`config.mk`:
```
export PLATFORM = sky130hd
export DESIGN_NAME = sflash_wp_front
export DESIGN_NICKNAME = d
export VERILOG_FILES = /design/src/rtl/sflash_pkg.sv /design/src/rtl/sflash_sync.sv /design/src/rtl/sflash_shifter.sv /design/src/rtl/sflash_ctrl.sv /design/src/rtl/sflash_wp_front.sv
export SDC_FILE = /design/constraint.sdc
export NUM_CORES = 1
export LEC_CHECK = 0
export ABC_AREA = 0
export CELL_PAD_IN_SITES_DETAIL_PLACEMENT = 1
export CELL_PAD_IN_SITES_GLOBAL_PLACEMENT = 2
export CORE_ASPECT_RATIO = 2
export CORE_MARGIN = 2
export CORE_UTILIZATION = 40
export DETAILED_ROUTE_END_ITERATION = 16
export PLACE_DENSITY = 0.85
export RECOVER_POWER = 100
export SYNTH_ARGS = -nofsm -noshare
export SYNTH_HDL_FRONTEND = slang
export SYNTH_SLANG_ARGS = --single-unit
```
`constraint.sdc`:
```
create_clock -name clk -period 3 [get_ports clk]
set_clock_uncertainty 0.15 [all_clocks]
set_input_delay 0.3 -clock clk [delete_from_list [all_inputs] [get_ports clk]]
set_output_delay 0.3 -clock clk [all_outputs]
set_load 0.01 [all_outputs]
```
`src/rtl/sflash_pkg.sv`:
```
package sflash_pkg;

  localparam logic [7:0] OP_WRITE_STAT = 8'h01;
  localparam logic [7:0] OP_READ_STAT  = 8'h05;
  localparam logic [7:0] OP_WR_ENABLE  = 8'h06;

  localparam int LOCK_BIT = 7;
  localparam int QUAD_BIT = 6;
  localparam int WEL_BIT  = 1;

  typedef enum logic [2:0] {
    ST_IDLE,
    ST_OPCODE,
    ST_WR_DATA,
    ST_READ,
    ST_STANDBY,
    ST_DONE
  } dec_state_e;

  function automatic logic [7:0] pack_status(input logic lock, input logic quad, input logic wel);
    logic [7:0] s;
    s = 8'h00;
    s[LOCK_BIT] = lock;
    s[QUAD_BIT] = quad;
    s[WEL_BIT]  = wel;
    return s;
  endfunction

  function automatic logic hw_locked(input logic wp_pin_n, input logic lock);
    return (!wp_pin_n) && lock;
  endfunction

endpackage

```
`src/rtl/sflash_sync.sv`:
```
module sflash_sync #(
  parameter int WIDTH = 4,
  parameter logic [WIDTH-1:0] RST_VAL = '0
) (
  input  logic             clk,
  input  logic             rst_n,
  input  logic [WIDTH-1:0] d,
  output logic [WIDTH-1:0] q
);
  logic [WIDTH-1:0] stage1;

  always_ff @(posedge clk or negedge rst_n) begin
    if (!rst_n) begin
      stage1 <= RST_VAL;
      q      <= RST_VAL;
    end else begin
      stage1 <= d;
      q      <= stage1;
    end
  end
endmodule

```
`src/rtl/sflash_shifter.sv`:
```
module sflash_shifter #(
  parameter int BYTE_W = 8,
  localparam int CNT_W = $clog2(BYTE_W)
) (
  input  logic              clk,
  input  logic              rst_n,
  input  logic              cs_n_s,
  input  logic              sclk_s,
  input  logic              mosi_s,
  output logic              frame_start,
  output logic              frame_end,
  output logic              fall_evt,
  output logic              byte_valid,
  output logic [BYTE_W-1:0] byte_data
);
  logic             sclk_prev, cs_prev;
  logic [CNT_W-1:0] bit_cnt;
  logic [BYTE_W-1:0] rx_sr;
  logic             rise_evt;

  assign frame_start = cs_prev && !cs_n_s;
  assign frame_end   = !cs_prev && cs_n_s;
  assign rise_evt    = sclk_s && !sclk_prev && !cs_n_s;
  assign fall_evt    = !sclk_s && sclk_prev && !cs_n_s;
  assign byte_valid  = rise_evt && (bit_cnt == CNT_W'(BYTE_W - 1));
  assign byte_data   = {rx_sr[BYTE_W-2:0], mosi_s};

  always_ff @(posedge clk or negedge rst_n) begin
    if (!rst_n) begin
      sclk_prev <= 1'b0;
      cs_prev   <= 1'b1;
      bit_cnt   <= '0;
      rx_sr     <= '0;
    end else begin
      sclk_prev <= sclk_s;
      cs_prev   <= cs_n_s;
      if (frame_start) begin
        bit_cnt <= '0;
      end else if (rise_evt) begin
        rx_sr   <= byte_data;
        bit_cnt <= bit_cnt + 1'b1;
      end
    end
  end
endmodule

```
`src/rtl/sflash_ctrl.sv`:
```
module sflash_ctrl
  import sflash_pkg::*;
(
  input  logic       clk,
  input  logic       rst_n,
  input  logic       wp_n_s,
  input  logic       frame_start,
  input  logic       frame_end,
  input  logic       fall_evt,
  input  logic       byte_valid,
  input  logic [7:0] byte_data,
  output logic       miso,
  output logic       miso_oe
);
  dec_state_e state;
  logic       lock_q, quad_q, wel_q;
  logic [2:0] out_idx;
  logic [7:0] status;

  logic opcode_seen, wren_hit, wrsr_try, wrsr_ok, wrsr_commit, cmd_reject, rdsr_hit;

  assign status      = pack_status(lock_q, quad_q, wel_q);
  assign opcode_seen = byte_valid && (state == ST_OPCODE);
  assign wren_hit    = opcode_seen && (byte_data == OP_WR_ENABLE);
  assign rdsr_hit    = opcode_seen && (byte_data == OP_READ_STAT);
  assign wrsr_try    = opcode_seen && (byte_data == OP_WRITE_STAT);
  assign wrsr_ok     = wel_q && !hw_locked(wp_n_s, lock_q);
  assign wrsr_commit = byte_valid && (state == ST_WR_DATA);
  assign cmd_reject  = opcode_seen && !wren_hit && !rdsr_hit && !(wrsr_try && wrsr_ok);
  assign miso_oe     = (state == ST_READ);

  always_ff @(posedge clk or negedge rst_n) begin
    if (!rst_n) begin
      state   <= ST_IDLE;
      lock_q  <= 1'b0;
      quad_q  <= 1'b0;
      wel_q   <= 1'b0;
      out_idx <= 3'd7;
      miso    <= 1'b0;
    end else if (frame_end) begin
      state <= ST_IDLE;
    end else if (frame_start) begin
      state <= ST_OPCODE;
    end else begin
      if (wren_hit) begin
        wel_q <= 1'b1;
        state <= ST_DONE;
      end
      if (rdsr_hit) begin
        out_idx <= 3'd7;
        state   <= ST_READ;
      end
      if (wrsr_try && wrsr_ok) state <= ST_WR_DATA;
      if (cmd_reject) state <= ST_STANDBY;
      if (wrsr_commit) begin
        lock_q <= byte_data[LOCK_BIT];
        quad_q <= byte_data[QUAD_BIT];
        wel_q  <= 1'b0;
        state  <= ST_DONE;
      end
      if (fall_evt && state == ST_READ) begin
        miso    <= status[out_idx];
        out_idx <= out_idx - 1'b1;
      end
    end
  end

  a_r3_wren_sets_latch: assert property (@(posedge clk) disable iff (!rst_n)
    wren_hit |=> wel_q);
  a_r4_commit_needs_latch: assert property (@(posedge clk) disable iff (!rst_n)
    wrsr_commit |-> wel_q);
  a_r4_commit_drops_latch: assert property (@(posedge clk) disable iff (!rst_n)
    wrsr_commit |=> !wel_q);
  a_r6_lock_only_on_commit: assert property (@(posedge clk) disable iff (!rst_n)
    !wrsr_commit |=> $stable(lock_q));
  a_r6_hw_lock_blocks: assert property (@(posedge clk) disable iff (!rst_n)
    (opcode_seen && !wp_n_s && lock_q) |=> (state != ST_WR_DATA));
  a_r8_standby_inert: assert property (@(posedge clk) disable iff (!rst_n)
    (byte_valid && state == ST_STANDBY && !frame_end && !frame_start) |=> $stable(status));
endmodule

```
`src/rtl/sflash_wp_front.sv`:
```
module sflash_wp_front (
  input  logic clk,
  input  logic rst_n,
  input  logic spi_cs_n,
  input  logic spi_sclk,
  input  logic spi_mosi,
  input  logic wp_n,
  output logic spi_miso,
  output logic spi_miso_oe
);
  logic [3:0] pins_s;
  logic       frame_start, frame_end, fall_evt, byte_valid;
  logic [7:0] byte_data;

  sflash_sync #(.WIDTH(4), .RST_VAL(4'b1100)) u_sync (
    .clk   (clk),
    .rst_n (rst_n),
    .d     ({wp_n, spi_cs_n, spi_sclk, spi_mosi}),
    .q     (pins_s)
  );

  sflash_shifter #(.BYTE_W(8)) u_shift (
    .clk         (clk),
    .rst_n       (rst_n),
    .cs_n_s      (pins_s[2]),
    .sclk_s      (pins_s[1]),
    .mosi_s      (pins_s[0]),
    .frame_start (frame_start),
    .frame_end   (frame_end),
    .fall_evt    (fall_evt),
    .byte_valid  (byte_valid),
    .byte_data   (byte_data)
  );

  sflash_ctrl u_ctrl (
    .clk         (clk),
    .rst_n       (rst_n),
    .wp_n_s      (pins_s[3]),
    .frame_start (frame_start),
    .frame_end   (frame_end),
    .fall_evt    (fall_evt),
    .byte_valid  (byte_valid),
    .byte_data   (byte_data),
    .miso        (spi_miso),
    .miso_oe     (spi_miso_oe)
  );

  a_r10_released_when_deselected: assert property (@(posedge clk) disable iff (!rst_n)
    pins_s[2] |=> !spi_miso_oe);
endmodule

```
==> impl_results.md <==
- Die Ht: 86.4 um
- Post-CTS setup buffer count: 0
- Hold_buf cts: 0
- Worst reg2reg endpoint: u_ctrl.lock_q
- Avg Cell Area, Syn: 12.2 um^2
- Cells along the critical path: nor4b_1, and4b_4, nand2_1, mux2_4
- Global-route wire length before repair: 4170 um
- R2R depth: 4
- VDD IR max: about 0.42 mV
- Critical Setup Path Class: flop to flop
- Clock-pin slew on the worst setup and hold paths: 0.06 ns
- Io pins: 8
- CP max stage delay: roughly 0.67 ns
- Failing checks: capacitance limit, slew limit
- Share of layout cells above drive strength 1: 0.190
- Period utilisation layout: 0.723
- Crit path max fanout: 7
- Gr usage total: 0.150
- Final #Nets: 136
- Seq/Total Area, Yosys: 0.560
- Final ANT Viol Nets: 0
- P per Cell Area: between 600 and 700 nW/um^2
- FMAX: 0.461 GHz
- Vias/cell: 5.51
- Placed Cells: 150
- Slowest-stage cell, CP: nor4b_1
- DR iter-0 viols: 10
- Worst hold margin: 0.200 ns
- Total number of vias: 870
- Syn. warnings: 0
- Worst Tran Pin Value: 1.54 ns
- RSZ-0062 raised after global routing: false
- Post-cts sizing count: 0
- WL/cell: 16.0 um
- Final Total Pwr: about 0.00098 W
- Setup crit end kind: flop
- Min-delay src: u_sync.stage1[0]
- Clk pwr share: 0.397
- RR Startpoint: u_sync.q[2]
- Synthesized instance count: 111
- Core box area: roughly 3300 um^2
- Gpl congestion: 0.847
- H-tree Lvls: 2
- Family with the most delay on the worst path: simple AND/OR/NAND/NOR gates
- Die width: 45.2 um
- Post-route insts no fill: 158
- Final setup viols: 0
- Hold EP: u_sync.q[0]
- Slew margin rel.: -0.0238
- Largest net degree at the start of global routing: 31
- Area of the multi-input gates: 533 um^2
- Syn nets: 122
- TritonCTS Buffers: 5
- Total wire length: between 2000 and 3000 um
- CTS tree: done
- Clk sinks: 30
- Row count: 30
- Max_cap viols: 1
- Vias in the first global route: 921
- Flop and latch count out of synthesis: 30
- Worst EP required: 3.01 ns
- Worst path bufs/invs: 0
- Netlist Area Pre-Place: 1360 um^2
- Antenna Cells: 0
- Final Slew Violations: 31
- Initial antenna violation count: 0
- Int Pwr: 0.000757 W
- Detailed-route DRC error count: 0
- Switch share: 0.231
- Netlist cell types: 34
- Hold-critical path depth: 0
- Number of port buffers: 7
- Sequential share of power: 0.507
- Leakage: 0.680 nW
- Comb pwr share: 0.096
- Outcome: finished with violations
- Internal reg-to-reg setup slack: 0.83 ns
- Min-delay worst type: flop to flop
- Register area: roughly 760 um^2
- Psw: 0.000227 W
- Fillers: 362
- Starting Density: 0.411
- Final Hold Fails: 0
- Synth-to-Final Area Change: 12.9%
- Arr. time, crit path: 2.18 ns
- Tmin final: approximately 2.2 ns
- DR pass1 iterations: 4
- DP HPWL: 1800 um
- CTS max path bufs: 2
- Setup TNS: 0 ns
- Later-pin clock latency in the skew report: approximately 0.28 ns
- Startpoint types: flop
- GRT overflow: 0
- CTS root buf: clkbuf_8
- Die ar.: 3900 um^2
-- Yosys cell counts --
| library cell | n | area share |
|---|---|---|
| o21a_1 | 1 | 0.0055 |
| or4b_1 | 1 | 0.0074 |
| nor4b_4 | 1 | 0.018 |
| xnor2_1 | 1 | 0.0065 |
| nor2_1 | 5 | 0.014 |
| and4b_4 | 1 | 0.010 |
| nand3_1 | 3 | 0.011 |
| nor3b_2 | 1 | 0.0092 |
| nor4b_2 | 1 | 0.011 |
| a22oi_1 | 1 | 0.0055 |
| dfstp_2 | 8 | 0.15 |
| inv_1 | 5 | 0.014 |
| mux2_2 | 7 | 0.058 |
| nor2b_1 | 1 | 0.0046 |
| ha_1 | 5 | 0.046 |
| nor4_4 | 1 | 0.016 |
| o21ai_0 | 2 | 0.0074 |
| nand4b_1 | 1 | 0.0065 |
| nor3_1 | 1 | 0.0037 |
| nand2_2 | 1 | 0.0046 |
| xor2_1 | 2 | 0.013 |
| nand2_1 | 10 | 0.028 |
| nor4bb_1 | 1 | 0.0074 |
| nand2b_1 | 3 | 0.014 |
| a21oi_1 | 11 | 0.041 |
| and3_1 | 2 | 0.0092 |
| mux2_4 | 2 | 0.022 |
| nor2_2 | 1 | 0.0046 |
| a31oi_1 | 4 | 0.018 |
| nor4_1 | 2 | 0.0092 |
| clkbuf_1 | 1 | 0.0028 |
| a41oi_1 | 1 | 0.0065 |
| and4_1 | 1 | 0.0065 |
| dfrtp_1 | 22 | 0.41 |
-- kinds of logic after synthesis --
logic type               after synthesis  synth area share
AND/OR/NAND/NOR                       38             0.194
flip-flops                            30             0.560
adder cells (fa/ha/maj)                5            0.0461
buffers and inverters                  6            0.0166
multiplexers                           9            0.0802
AO/OA/AOI/OAI                         20            0.0839
XOR/XNOR                               3            0.0194
-- sequential cells by signal (all words and copies together) (netlist names), 3 cells and up --
name	count
u_ctrl.out_idx	3
u_ctrl.state	3
u_shift.bit_cnt	3
u_shift.rx_sr	7
u_sync.q	4
u_sync.stage1	4
-- how the worst max path moves through the flow --
stage,start,end,cells past startpoint
2_1_floorplan,u_sync.q[2],u_shift.rx_sr[0],5
3_3_place_gp,u_sync.q[2],u_ctrl.out_idx[1],5
3_5_place_dp,u_sync.q[2],u_ctrl.out_idx[2],5
4_1_cts,u_sync.q[2],u_ctrl.out_idx[2],5
5_1_grt,u_ctrl.state[1],u_ctrl.out_idx[2],4
6_report,u_sync.q[2],u_ctrl.lock_q,4
-- cell usage in the layout (no fill, tap or decap), drive strengths merged --
master,count
a21oi,11
a22oi,1
a31oi,4
a41oi,1
and3,2
and4,1
and4b,1
bufinv,1
clkbuf,8
dfrtp,22
dfstp,8
dlygate4sd3,7
ha,5
inv,5
mux2,9
nand2,11
nand2b,3
nand3,3
nand4b,1
nor2,6
nor2b,1
nor3,1
nor3b,1
nor4,3
nor4b,2
nor4bb,1
o21a,1
o21ai,2
or4b,1
xnor2,1
xor2,2
-- area by class of cell --
type / instances / share of cell area
inverters: 5 / 0.0122
repair buffers: 8 / 0.0482
well taps: 32 / 0.0261
flip-flops and latches: 30 / 0.496
clock buffers: 7 / 0.0498
multi-input cells: 75 / 0.348
clock inverters: 1 / 0.0196
-- metal layers --
| metal | GRT usage | vias to the layer above | routed length (um) |
|---|---|---|---|
| met4 | 0.0802 | 0 | 68 |
| met1 | 0.171 | 428 | 1110 |
| li1 | - | 426 | - |
| met2 | 0.248 | 11 | 1290 |
| met5 | 0 | - | 0 |
| met3 | 0.0375 | 5 | 66 |
-- per-stage QoR --
step	worst slack, ns	area, um^2	utilization
after floorplan	1.10	1360	-
after global placement	0.972	1470	0.445
after detailed placement	0.879	1470	0.445
after CTS	0.853	1580	0.478
after global routing	0.585	1530	0.464
final	0.831	1530	0.464
-- power groups by stage --
stage / Clock (W) / Combinational [W] / Sequential [W]
2_1_floorplan: 0 / 0.0000733 / 0.000492
5_1_grt: 0.000418 / 0.000106 / 0.000507
4_1_cts: 0.000404 / 0.000101 / 0.000502
6_report: 0.000391 / 0.0000945 / 0.000499
3_3_place_gp: 0 / 0.0000983 / 0.000508
3_5_place_dp: 0 / 0.000100 / 0.000509
Note: power is estimated with default switching activity, not from simulation.
